File: src/rtl/io_reply_pkg.sv
package io_reply_pkg;
  localparam int ADDR_W   = 32;
  localparam int SEND_W   = 9;
  localparam int RXTAG_W  = 4;

  // Big-endian bit n of the bus maps to vector index ADDR_W-1-n.
  localparam int ERR_BE      = 2;
  localparam int SEND_BE_LO  = 3;
  localparam int RXTAG_BE_LO = 28;

  localparam int ERR_IX      = ADDR_W - 1 - ERR_BE;
  localparam int SEND_IX_HI  = ADDR_W - 1 - SEND_BE_LO;
  localparam int RXTAG_IX_HI = ADDR_W - 1 - RXTAG_BE_LO;

  typedef struct packed {
    logic               err;
    logic [SEND_W-1:0]  sender;
    logic [RXTAG_W-1:0] rx_tag;
  } reply_fields_t;

  function automatic reply_fields_t split_addr(input logic [ADDR_W-1:0] a);
    reply_fields_t f;
    f.err    = a[ERR_IX];
    f.sender = a[SEND_IX_HI -: SEND_W];
    f.rx_tag = a[RXTAG_IX_HI -: RXTAG_W];
    return f;
  endfunction
endpackage

File: src/rtl/reply_decode.sv
module reply_decode
  import io_reply_pkg::*;
#(
  parameter int          TYPE_W     = 4,
  parameter int          TAGREG_W   = 8,
  parameter logic [TYPE_W-1:0] REPLY_CODE = 4'b1011
) (
  input  logic                addr_valid,
  input  logic [TYPE_W-1:0]   xfer_type,
  input  logic                beat,
  input  logic [ADDR_W-1:0]   addr,
  input  logic [TAGREG_W-1:0] rx_tag_reg,
  output logic                hit,
  output reply_fields_t       fields
);
  logic is_reply;
  logic tag_eq;

  always_comb begin
    fields   = split_addr(addr);
    is_reply = addr_valid && (xfer_type == REPLY_CODE) && !beat;
    tag_eq   = (fields.rx_tag == rx_tag_reg[RXTAG_W-1:0]);
    hit      = is_reply && tag_eq;
  end
endmodule

File: src/rtl/outstanding_tracker.sv
module outstanding_tracker (
  input  logic clk,
  input  logic rst,
  input  logic issue,
  input  logic issue_load,
  input  logic hit,
  output logic take,
  output logic pending_q,
  output logic load_q
);
  always_comb take = hit && pending_q;

  always_ff @(posedge clk) begin
    if (rst) begin
      pending_q <= 1'b0;
      load_q    <= 1'b0;
    end else if (take) begin
      pending_q <= 1'b0;
    end else if (issue && !pending_q) begin
      pending_q <= 1'b1;
      load_q    <= issue_load;
    end
  end

  a_r5_claim_clears: assert property (@(posedge clk) disable iff (rst)
    take |=> !pending_q);
  a_r11_hold_pending: assert property (@(posedge clk) disable iff (rst)
    (pending_q && !take) |=> pending_q);
  a_r11_load_kept: assert property (@(posedge clk) disable iff (rst)
    (pending_q && !take) |=> $stable(load_q));
endmodule

File: src/rtl/completion_seq.sv
module completion_seq
  import io_reply_pkg::*;
#(
  parameter int DATA_W = 32
) (
  input  logic              clk,
  input  logic              rst,
  input  logic              take,
  input  logic              is_load,
  input  reply_fields_t     fields,
  input  logic [DATA_W-1:0] data,
  output logic              done_q,
  output logic              fwd_q,
  output logic [DATA_W-1:0] data_q,
  output logic [SEND_W-1:0] sender_q,
  output logic              exc_q
);
  logic err_q;

  always_ff @(posedge clk) begin
    if (rst) begin
      done_q <= 1'b0;
      fwd_q  <= 1'b0;
      err_q  <= 1'b0;
      exc_q  <= 1'b0;
    end else begin
      done_q <= take;
      fwd_q  <= take && is_load;
      err_q  <= take && fields.err;
      exc_q  <= done_q && err_q;
    end
  end

  always_ff @(posedge clk) begin
    if (take) begin
      sender_q <= fields.sender;
      if (is_load) data_q <= data;
    end
  end

  a_r7_exc_after_done: assert property (@(posedge clk) disable iff (rst)
    exc_q |-> $past(done_q));
  a_r7_exc_one_cycle: assert property (@(posedge clk) disable iff (rst)
    exc_q |=> !exc_q);
  a_r6_fwd_with_done: assert property (@(posedge clk) disable iff (rst)
    fwd_q |-> done_q);
  a_r4_tag_stable: assert property (@(posedge clk) disable iff (rst)
    (!done_q && !$past(take)) |-> $stable(sender_q));
endmodule

File: src/rtl/io_reply_matcher.sv
module io_reply_matcher
  import io_reply_pkg::*;
#(
  parameter int                TYPE_W     = 4,
  parameter int                TAGREG_W   = 8,
  parameter int                DATA_W     = 32,
  parameter logic [TYPE_W-1:0] REPLY_CODE = 4'b1011
) (
  input  logic                clk,
  input  logic                rst,
  input  logic                issue_i,
  input  logic                issue_load_i,
  input  logic                addr_valid_i,
  input  logic [TYPE_W-1:0]   xfer_type_i,
  input  logic                beat_i,
  input  logic [ADDR_W-1:0]   addr_i,
  input  logic [TAGREG_W-1:0] rx_tag_reg_i,
  input  logic [DATA_W-1:0]   reply_data_i,
  output logic                pending_o,
  output logic                done_o,
  output logic                fwd_valid_o,
  output logic [DATA_W-1:0]   fwd_data_o,
  output logic [SEND_W-1:0]   sender_tag_o,
  output logic                err_exc_o
);
  logic          hit;
  logic          take;
  logic          load_q;
  reply_fields_t fields;

  reply_decode #(
    .TYPE_W(TYPE_W), .TAGREG_W(TAGREG_W), .REPLY_CODE(REPLY_CODE)
  ) u_decode (
    .addr_valid(addr_valid_i), .xfer_type(xfer_type_i), .beat(beat_i),
    .addr(addr_i), .rx_tag_reg(rx_tag_reg_i), .hit(hit), .fields(fields)
  );

  outstanding_tracker u_track (
    .clk(clk), .rst(rst), .issue(issue_i), .issue_load(issue_load_i),
    .hit(hit), .take(take), .pending_q(pending_o), .load_q(load_q)
  );

  completion_seq #(.DATA_W(DATA_W)) u_seq (
    .clk(clk), .rst(rst), .take(take), .is_load(load_q), .fields(fields),
    .data(reply_data_i), .done_q(done_o), .fwd_q(fwd_valid_o),
    .data_q(fwd_data_o), .sender_q(sender_tag_o), .exc_q(err_exc_o)
  );

  a_r3_second_beat_idle: assert property (@(posedge clk) disable iff (rst)
    (addr_valid_i && beat_i) |=> !done_o);
  a_r5_done_needs_pending: assert property (@(posedge clk) disable iff (rst)
    done_o |-> $past(pending_o));
  a_r10_reset_quiet: assert property (@(posedge clk)
    $past(rst) |-> (!done_o && !fwd_valid_o && !err_exc_o && !pending_o));
endmodule

File: config.mk
export PLATFORM = sky130hd
export DESIGN_NAME = io_reply_matcher
export DESIGN_NICKNAME = d
export VERILOG_FILES = /design/src/rtl/io_reply_pkg.sv /design/src/rtl/reply_decode.sv /design/src/rtl/outstanding_tracker.sv /design/src/rtl/completion_seq.sv /design/src/rtl/io_reply_matcher.sv
export SDC_FILE = /design/constraint.sdc
export NUM_CORES = 1
export LEC_CHECK = 0
export BUFFER_PORTS_ARGS = -buffer_cell sky130_fd_sc_hd__buf_2
export CORE_MARGIN = 3
export CORE_UTILIZATION = 41
export CTS_CLUSTER_DIAMETER = 80
export DETAILED_ROUTE_END_ITERATION = 10
export HOLD_SLACK_MARGIN = 0.12
export PLACE_DENSITY = 0.81
export SLEW_MARGIN = 10
export SYNTH_ARGS = -nofsm -noshare
export SYNTH_HDL_FRONTEND = slang
export SYNTH_HIERARCHICAL = 1
export SYNTH_SLANG_ARGS = --single-unit
File: constraint.sdc
create_clock -name clk -period 4.4 [get_ports clk]
set_input_delay 0 -clock clk [delete_from_list [all_inputs] [get_ports clk]]
set_output_delay 0 -clock clk [all_outputs]
set_load 0.03 [all_outputs]
# Yosys cells after proc, flatten, opt, wreduce, memory -nomap -nowiden
# Cells that the tools add are included.
# W data, S select, Z words.
# totals
ff_bits	47
latchBits	0
ramBits	0
mem_bits_ro	0
input_bits	82
output_inout_bits	45
memories	0
# op_classes
n_addsub	0
n_mul	0
div	0
magnitude_cmp	0
n_eq_ne	2
shift	0
mux	0
bitwise	1
n_reduce_logical	13
# op_table
cell	count
$logic_and A1 B1 Y1	8
$eq A4 B4 Y1	1
$eq A4 B4 Y1 const B	1
$reduce_and A2 Y1	2
$logic_not A1 Y1	2
$reduce_or A2 Y1	1
$not A1 Y1	1

# Longest topological paths before layout
# depth
ltp_word	7
ltp_mapped	5
depth_no_buf	5

# Cells and area by module
# The synthesis kept the hierarchy.
# by_module_without_submodules
mod	n_inst	cells_each	area_per_inst_um2	seq_area_each_um2
completion_seq	1	50	1350.0	1311.3
reply_decode	1	21	170.2	0.0
outstanding_tracker	1	9	91.3	40.0

# Least setup slack after synthesis
# No wires, ideal clock.
# synth_timing
kind	register -> register
start	register u_track.pending_q
end	register u_seq.data_q[0] (enable)
setup_ns	0.392
arrival_ns	1.797
t_required_ns	4.008
path_slack_ns	2.211
path_stages_with_launch	3
n_path_buf	0
synth_period_minus_slack_ns	2.189
cell_sequence	dfxtp_1 > and2_1 > and2_1
# synth_between
elab_chain_len	2
# synth_rtl
element	line_no	source
start, declared	outstanding_tracker.sv:8	output logic pending_q,
start signal, assigned	outstanding_tracker.sv:15	pending_q <= 1'b0;
start signal, assigned	outstanding_tracker.sv:18	pending_q <= 1'b0;
start signal, assigned	outstanding_tracker.sv:20	pending_q <= 1'b1;
$logic_and A1 B1 Y1	outstanding_tracker.sv:11	always_comb take = hit && pending_q;
via take	io_reply_matcher.sv:27	logic take;
$reduce_and A2 Y1 (no line)	--	
end signal, assigned	completion_seq.sv:37	if (is_load) data_q <= data;
end, declared	completion_seq.sv:14	output logic [DATA_W-1:0] data_q,
# The timed path passes the listed nets, and every way through them passes these cells.
# A chain may end at the register's enable or synchronous reset.

# Final worst setup path
# layout_timing
start	input port beat_i
end	register u_seq.data_q[9] (enable)
# layout_between
elab_chain_len	5
# layout_rtl
element	line_no	source
start, declared	io_reply_matcher.sv:15	input logic beat_i,
$logic_not A1 Y1	reply_decode.sv:21	is_reply = addr_valid && (xfer_type == REPLY_CODE) && !beat;
$logic_and A1 B1 Y1	reply_decode.sv:21	
$logic_and A1 B1 Y1	reply_decode.sv:23	hit = is_reply && tag_eq;
via hit	io_reply_matcher.sv:26	logic hit;
$logic_and A1 B1 Y1	outstanding_tracker.sv:11	
via take	io_reply_matcher.sv:27	
$reduce_and A2 Y1 (no line)	--	
# The timed path passes the listed nets, and every way through them passes these cells.

==> summary.txt <==
Power
  • VDD IR-drop max: 0.157 mV
  • Leak: 1.14 nW
  • Logic pwr share: 9.0%
  • Switch Pwr: 161 uW
  • Sequential Power Share: 60.1%
  • P per Cell Area: 304 nW/um^2
  • Switch share: 19.9%
  • Clk pwr share: 30.9%
  • Final Power: 808 uW
  • Pint: 647 uW

Place
  • Global placer's final weighted congestion: 0.649
  • Port Buffers: roughly 100

Critical path
  • CP startpoint kind: primary input
  • Critical path type: in -> reg
  • Worst r2r src: u_track/pending_q
  • Crit end category: flip-flop
  • Worst Reg-to-Reg Cells: 4
  • Critical Path AT: ~2000 ps
  • CP max FO: 32
  • Register-to-register path setup slack: 2610 ps
  • Reg-to-reg endpoint: u_track/load_q
  • CP Data Required Time: 4350 ps

Clock network
  • Clk_lat worst skew: 290 ps
  • CTS Buf Count: 5
  • CTS H-tree lvls: 2
  • Longest Clk Path Bufs: 2
  • TritonCTS clock tree: yes
  • Count of cells resized by post-cts repair: 0
  • Clock slew at reported path FFs: 80 ps
  • Clock Sinks: 47
  • CTS root buffer: clkbuf_8

Floorplanning
  • Top-Level Pins: 127
  • Die ar.: 4640 sq um
  • Die Ht: approximately 68 um
  • Chip width: 68.1 um
  • Row count: 21
  • Initial cell density of the core: ~45%
  • Core area: approximately 3500 sq um

STA
  • Worst-margin pin slew: 486 ps
  • Tcrit/Tclk final: between 40% and 50%
  • Max transition margin: roughly two thirds
  • Setup-failing EPs final: 0
  • Setup TNS: 0 ps
  • RSZ-0062 raised after global routing: false
  • Slew Limit Fails: 0
  • Fmax: 499 MHz
  • Endpoints failing hold: 0
  • Min Clock Period, post-route: 2000 ps
  • Worst Skew: 8.58 ps

Hold path
  • Hold path depth: 2
  • Hold Path End: u_seq/sender_q[0]
  • Worst hold path class: in -> reg
  • Hold wc startpoint: addr_i[20]

Logic synthesis
  • Synth Cell Area: 1580 sq um
  • Synth Instances: 76
  • Yosys warning count: 6
  • Post-synth net total: 158
  • Mean Syn Cell Area: about 21 sq um

Drt
  • Number of remaining DRC errors: 0
  • Iter 0 DRT Violations: 59
  • WL final: 4200 um
  • DR vias/cell: 4.41
  • DRT antenna net count: 0
  • Wire length per cell: about 15 um
  • Initial DRT Pass Iterations: 4
  • Via count: 1205

Layout
  • Layout cell share with drive strength beyond 1: between 40 and 50%
  • Area growth, synth to finish: 68.3%
  • # nets final: 308
  • # diodes: 0

GRT
  • Pin count of the biggest net entering global routing: 33
  • Initial antenna violation count: 0
  • Gr ovfl total: 0
  • Gr usage total: 18.6%
  • Vias in the first global route: 1314
  • First-pass GRT wire length: 5940 um

Outcome
  • Status: finished, final reports clean

Flow run
  • Max_cap viols: 0
cells in the final DEF (no fill, tap or decap), types with 2 or more instances in the layout:
master and instances:
dlygate4sd3_1 48, and2_1 2, clkbuf_8 5, nor2b_1 3, and3b_1 3, edfxtp_1 41, dfxtp_1 6, buf_2 104
xnor2_1 4
critical path, cell delays in order:
cell and delay, ps:
dlygate4sd3_1 530, buf_2 120, nor4b_2 280, and2_1 470
and2_1 190, buf_4 350
state kept, by name, indices dropped and copies added, names as in the netlist:
register / count
u_seq/err_q: 1
u_track/pending_q: 1
u_seq/done_q: 1
u_seq/sender_q: 9
u_seq/fwd_q: 1
u_seq/exc_q: 1
u_seq/data_q: 32
u_track/load_q: 1
final cells by class:
| type | instances | area (sq um) |
|---|---|---|
| multi-input cells | 19 | 155 |
| clock buffers | 5 | 68.8 |
| flip-flops and latches | 47 | 1350 |
| repair buffers | 153 | 1010 |
| clock inverters | 3 | 20.0 |
| fillers | 233 | 860 |
| well taps | 46 | 57.6 |
how the worst max path moves through the flow:
stage                           start               end
finish                         beat_i   u_seq/data_q[9]
detailed placement    rx_tag_reg_i[3]  u_seq/data_q[23]
floorplan           u_track/pending_q   u_seq/data_q[0]
global route                   beat_i  u_seq/data_q[29]
global placement      rx_tag_reg_i[1]   u_seq/data_q[2]
CTS                            beat_i  u_seq/data_q[29]
metal layers:
layer	up-vias	GRT usage, %	wire length (um)	share of wire (%)
met2	85	35.5	2240	53
met4	0	7.69	52	1.2
met3	6	7.39	497	12
met1	542	17.1	1410	34
met5	-	0	0	0
li1	572	-	-	-
power by group through the flow:
stage	combinational (mW)	sequential (mW)	clock, mW
3_3_place_gp	0.0350	0.496	0
5_1_grt	0.0789	0.486	0.279
6_report	0.0730	0.486	0.250
3_5_place_dp	0.0381	0.496	0
2_1_floorplan	0.0134	0.497	0
4_1_cts	0.0717	0.486	0.255
metrics by stage:
| stage | hold WS (ps) | util [%] | setup slack, ps | cell area (sq um) | instances |
|---|---|---|---|---|---|
| after floorplan | 71.6 | - | 2210 | 1580 | 76 |
| after global placement | 176 | 59.4 | 2420 | 2090 | 217 |
| after detailed placement | 178 | 59.4 | 2340 | 2090 | 217 |
| after CTS | 404 | 75.6 | 2380 | 2660 | 273 |
| after global routing | 399 | 75.6 | 2210 | 2660 | 273 |
| final | 414 | 75.6 | 2400 | 2660 | 273 |
timing repair:
action                                 in CTS  in global routing
endpoints found under the hold margin      47                  0
buffers inserted                            0                  0
hold buffers                               48                  0
(Power assumes the default switching activity.)
